==> config.mk <==
export PLATFORM = sky130hd
export DESIGN_NAME = ssrn_unit
export DESIGN_NICKNAME = d
export VERILOG_FILES = /design/src/rtl/ssrn_pkg.sv /design/src/rtl/ssrn_decode.sv /design/src/rtl/ssrn_sat.sv /design/src/rtl/ssrn_unit.sv
export SDC_FILE = /design/constraint.sdc
export NUM_CORES = 1
export LEC_CHECK = 0
export ABC_AREA = 0
export BUFFER_PORTS_ARGS = -buffer_cell sky130_fd_sc_hd__buf_4
export CAP_MARGIN = 40
export CELL_PAD_IN_SITES_DETAIL_PLACEMENT = 1
export CELL_PAD_IN_SITES_GLOBAL_PLACEMENT = 2
export CORE_ASPECT_RATIO = 0.75
export CORE_MARGIN = 5
export CORE_UTILIZATION = 32
export DETAILED_ROUTE_END_ITERATION = 8
export PLACE_DENSITY_LB_ADDON = 0.25
export SLEW_MARGIN = 20
export SYNTH_ARGS = -nofsm -noshare
export SYNTH_HDL_FRONTEND = slang
export SYNTH_SLANG_ARGS = --single-unit
export TNS_END_PERCENT = 100
==> constraint.sdc <==
create_clock -name clk_i -period 0.8 [get_ports clk_i]
set_input_delay 0.16 -clock clk_i [delete_from_list [all_inputs] [get_ports clk_i]]
set_output_delay 0.16 -clock clk_i [all_outputs]
set_load 0.005 [all_outputs]
==> src/rtl/ssrn_pkg.sv <==
package ssrn_pkg;
  typedef enum logic [1:0] {
    OP_SS = 2'd0,
    OP_SU = 2'd1,
    OP_UU = 2'd2
  } ssrn_op_e;
endpackage

==> src/rtl/ssrn_decode.sv <==
module ssrn_decode
  import ssrn_pkg::*;
(
  input  logic [31:0] instr_i,
  output ssrn_op_e    op_o,
  output logic        hit_o,
  output logic        bad_o,
  output logic [1:0]  esel_o,
  output logic [6:0]  shift_o
);
  localparam logic [8:0] PFX_S = 9'b010111110;
  localparam logic [8:0] PFX_U = 9'b011111110;
  localparam logic [5:0] OPC_N = 6'b100101;
  localparam logic [5:0] OPC_U = 6'b100001;

  logic [8:0] pfx;
  logic [5:0] opc;
  logic [3:0] immh;
  logic [6:0] imm7;
  logic [6:0] src_w;
  logic       m_ss, m_su, m_uu;

  assign pfx  = instr_i[31:23];
  assign opc  = instr_i[15:10];
  assign immh = instr_i[22:19];
  assign imm7 = instr_i[22:16];

  assign m_ss = (pfx == PFX_S) && (opc == OPC_N);
  assign m_su = (pfx == PFX_U) && (opc == OPC_U);
  assign m_uu = (pfx == PFX_U) && (opc == OPC_N);

  assign hit_o = m_ss | m_su | m_uu;
  assign bad_o = hit_o && ((immh == 4'b0000) || immh[3]);

  always_comb begin
    op_o = OP_SS;
    if (m_su) op_o = OP_SU;
    else if (m_uu) op_o = OP_UU;
  end

  always_comb begin
    if (immh[2])      esel_o = 2'd2;
    else if (immh[1]) esel_o = 2'd1;
    else              esel_o = 2'd0;
  end

  assign src_w   = 7'd16 << esel_o;
  assign shift_o = src_w - imm7;
endmodule

==> src/rtl/ssrn_sat.sv <==
module ssrn_sat
  import ssrn_pkg::*;
#(
  parameter int XW = 64,
  localparam int NW = XW / 2
) (
  input  logic [XW-1:0] src_i,
  input  ssrn_op_e      op_i,
  input  logic [1:0]    esel_i,
  input  logic [6:0]    shift_i,
  output logic [NW-1:0] res_o,
  output logic          sat_o
);
  logic               sgn;
  logic signed [XW:0] ext, shf, hi_u, hi_s, lo_s, hi, lo, clmp;
  logic signed [XW:0] one_v;
  logic [6:0]         ew;

  assign sgn   = (op_i != OP_UU);
  assign ew    = 7'd8 << esel_i;
  assign one_v = {{XW{1'b0}}, 1'b1};

  // zero extension for the unsigned op makes >>> a logical shift
  always_comb begin
    case (esel_i)
      2'd0:    ext = {{(XW-15){sgn & src_i[15]}}, src_i[15:0]};
      2'd1:    ext = {{(XW-31){sgn & src_i[31]}}, src_i[31:0]};
      default: ext = {sgn & src_i[XW-1], src_i};
    endcase
  end

  assign shf  = ext >>> shift_i;
  assign hi_u = (one_v << ew) - one_v;
  assign hi_s = (one_v << (ew - 7'd1)) - one_v;
  assign lo_s = -(one_v << (ew - 7'd1));

  always_comb begin
    hi = (op_i == OP_SS) ? hi_s : hi_u;
    lo = (op_i == OP_SS) ? lo_s : '0;
    sat_o = 1'b0;
    clmp  = shf;
    if (shf > hi) begin
      clmp  = hi;
      sat_o = 1'b1;
    end else if (shf < lo) begin
      clmp  = lo;
      sat_o = 1'b1;
    end
  end

  assign res_o = clmp[NW-1:0] & hi_u[NW-1:0];
endmodule

==> src/rtl/ssrn_unit.sv <==
module ssrn_unit
  import ssrn_pkg::*;
#(
  parameter int VLEN = 128,
  parameter int XW   = 64,
  localparam int NW  = XW / 2
) (
  input  logic            clk_i,
  input  logic            rst_ni,
  input  logic [31:0]     instr_i,
  input  logic [VLEN-1:0] src_i,
  output logic [VLEN-1:0] data_o,
  output logic [4:0]      rd_o,
  output logic            wr_en_o,
  output logic            illegal_o,
  output logic            sat_o
);
  ssrn_op_e      op;
  logic          hit, bad, we, sat_c;
  logic [1:0]    esel;
  logic [6:0]    shift;
  logic [NW-1:0] res;
  logic          unused_bits;

  assign unused_bits = ^{src_i[VLEN-1:XW], instr_i[9:5]};

  ssrn_decode i_dec (
    .instr_i (instr_i),
    .op_o    (op),
    .hit_o   (hit),
    .bad_o   (bad),
    .esel_o  (esel),
    .shift_o (shift)
  );

  ssrn_sat #(.XW(XW)) i_sat (
    .src_i   (src_i[XW-1:0]),
    .op_i    (op),
    .esel_i  (esel),
    .shift_i (shift),
    .res_o   (res),
    .sat_o   (sat_c)
  );

  assign we = hit & ~bad;

  always_ff @(posedge clk_i or negedge rst_ni) begin
    if (!rst_ni) begin
      data_o    <= '0;
      rd_o      <= '0;
      wr_en_o   <= 1'b0;
      illegal_o <= 1'b0;
      sat_o     <= 1'b0;
    end else begin
      wr_en_o   <= we;
      illegal_o <= bad;
      sat_o     <= we & sat_c;
      rd_o      <= we ? instr_i[4:0] : 5'd0;
      data_o    <= we ? {{(VLEN-NW){1'b0}}, res} : '0;
    end
  end
endmodule

==> results.tsv <==
metric	value	unit
status	complete, but fails checks	
failing checks	setup timing	
RD Place Congestion	0.993	
post-synth top area share	15.7	%
power density cells	1170	nW/µm²
Std-Cell Core Area	32200	µm²
uppermost layer routed	met4	
Post-Syn Area per Cell	7.46	µm²
met2 routed WL	26.3	mm
nets	2291	
CTS tree	yes	
Setup Slack @ Placement	-5400	ps
post-synth top area cell	ha_1	
Worst-Margin Slew	659	ps
number of global-route vias before repair	13900	
M1 wire length	26.0	mm
Die Width	218	µm
Crit Path Class	in -> reg	
synth top area cells	ha_1 (16%), dfrtp_1 (9.7%), buf_4 (7.0%), mux4_2 (6.3%), a21oi_1 (6.2%)	
Post-synth top flop	dfrtp_1	
Final Critical Period	5180	ps
RSZ-0062 raised after global routing	yes	
DRC errors left	0	
Iter 0 DRT Violations	1095	
Syn. warnings	0	
DP Wirelength	45.5	mm
wire length on met3	4.67	mm
FF+latch count, synth	40	
final wirelength	57.8	mm
placement-stage cell area	15300	µm²
first-pass GRT wire length	83.6	mm
post-synthesis sequential area ratio	9.67	%
top-count cell post-synth	nand2_1	
Die Span Y	166	µm
clock-pin slew on the worst setup and hold paths	60	ps
die area	36100	µm²
P&R area growth vs syn	68.4	%
final core utilization	54.2	%
final hold vios	0	
CTS Root Cell	clkbuf_16	
total CTS buffers	5	
area of the mapped netlist	10300	µm²
WL/cell	23.7	µm
first-pass detailed-route iteration total	5	
post-synth cell types	80	
Worst EP required	1000	ps
Synth top cells by count	nand2_1 (157), ha_1 (130), a21oi_1 (129), nor2_1 (104), o21ai_0 (102)	
fin cells	2442	
# diodes	0	
Setup-failing EPs final	80	
CP startpoint kind	input pin	
Tcrit/Tclk final	647	%
f_max	0.193	GHz
Fill cells	3850	
htree depth	2	
clk sink count	40	
DR vias/cell	5.62	
post-route setup slack	-4380	ps
share of post-route cells with drive strength above 1	47.9	%
Hold Crit Class	in -> reg	
Static Leak	0.00822	µW
Synth Instances	1388	
initial antenna violation count	0	
global route overflow	0	
effective utilization at floorplan	32.2	%
Worst Setup End Kind	flop	
I/O Buffers	132	
total track usage	29.1	%
clk buf depth	2	
worst hold margin	130	ps
maxcap violations	0	
Post-Layout Inst Area	17400	µm²
max-slew violations	0	
placed insts	2386	
largest net degree at the start of global routing	38	
EDFF count, synth	0	
WP data arrival	5380	ps
ys async rst share	100	%
Vias	13700	
Max VDD drop	0.777	mV
Max-slew headroom	55.6	%
# IOs	298	
FP Rows	57	
critical path peak fanout	7	
Antenna Nets Post-Route	0	
## worst paths after layout
check                            start                   end  slack [ps]  cells after the start
worst max-delay path       instr_i[11]  data_o[16]$_DFF_PN0_       -4380                     24
worst min-delay path        instr_i[3]     rd_o[3]$_DFF_PN0_         130                      2
max in group asynchronous       rst_ni  data_o[13]$_DFF_PN0_         130                      3
min in group asynchronous       rst_ni  data_o[16]$_DFF_PN0_         280                      2
## repair_timing
| action | CTS | global route |
|---|---|---|
| hold buffers | 1 | 0 |
| endpoints found under the setup margin | 80 | 80 |
| buffers inserted | 29 | 24 |
| gates cloned | 3 | 0 |
| gates resized for setup | 204 | 155 |
| pin swaps | 62 | 107 |
| endpoints found under the hold margin | 31 | 0 |
## power by group
part / leakage [µW] / internal, µW / switching (µW)
sequential: 0.000559 / 2020 / 0.0418
combinational: 0.00759 / 7640 / 8610
clock: 0.0000766 / 1230 / 828
## critical path: stages
cell and delay (ps):
buf_6 90, or4b_4 580, or4_4 590, a21o_4 270
buf_6 110, a221oi_2 220, buf_4 150, buf_4 90
buf_4 100, mux2i_2 70, o311ai_1 340, buf_4 170
inv_1 60, ha_4 210, and4_1 210, and2_4 170
nand4_1 110, or3b_4 150, a21oi_2 50, or4_4 550
and2_4 190, buf_12 130, or3_1 370, a31oi_1 200
## kinds of logic after synthesis
logic type / share of synthesized area (%)
AO/OA/AOI/OAI: 28.9
XOR/XNOR: 0.508
adder cells (fa/ha/maj): 15.7
buffers and inverters: 11.5
flip-flops: 9.67
multiplexers: 13.7
other: 0.0726
AND/OR/NAND/NOR: 20.0
## through the flow
stage	setup TNS (ps)	power [µW]
2_1_floorplan	-132360	8630
3_3_place_gp	-175640	15100
3_5_place_dp	-177680	15400
4_1_cts	-149990	18600
5_1_grt	-156860	21400
6_report	-153360	20300
## state kept, by name (all words and copies together), names as in the netlist
| signal | flops |
|---|---|
| illegal_o | 1 |
| sat_o | 1 |
| wr_en_o | 1 |
| data_o | 32 |
| rd_o | 5 |
## cell usage in the layout (no fill, tap or decap), types with 7 or more instances in the layout
cell type / netlist / final
a211o_1: 13 / 12
a211oi_1: 34 / 20
a211oi_2: 1 / 11
a21o_1: 13 / 12
a21oi_1: 129 / 96
a21oi_2: 1 / 31
a221oi_2: 1 / 10
a31oi_1: 15 / 11
and3_1: 11 / 11
buf_12: 0 / 17
buf_4: 96 / 567
buf_6: 1 / 73
conb_1: 2 / 132
dfrtp_1: 40 / 40
ha_1: 130 / 106
ha_4: 0 / 21
inv_1: 19 / 18
mux2_2: 25 / 20
mux2i_1: 48 / 41
mux4_2: 29 / 29
nand2_1: 157 / 145
nand2_2: 0 / 9
nand2b_1: 10 / 9
nand3_1: 39 / 35
nand4_1: 28 / 28
nor2_1: 104 / 85
nor2_2: 0 / 12
nor2_4: 0 / 7
nor2b_1: 12 / 10
nor3_1: 25 / 20
o211ai_1: 25 / 25
o21ai_0: 102 / 69
o21ai_1: 1 / 19
o21ai_2: 0 / 13
o22ai_1: 11 / 9
or3_1: 12 / 10
## cell type report
class,instances,area [µm²],share of cell area [%]
Sequential cell,40,1000,5.74
Timing Repair Buffer,659,5440,31.2
Inverter,21,98.8,0.567
Tap cell,442,553,3.17
Multi-Input combinational cell,1272,10200,58.4
Clock inverter,2,10.0,0.0574
Clock buffer,6,139,0.797
## routing by layer
metal / GRT usage (%) / vias up
met5: 0 / -
met4: 3.38 / 0
met3: 5.18 / 77
met2: 46.4 / 525
met1: 42.5 / 6832
li1: - / 6286
(Power assumes the default switching activity.)
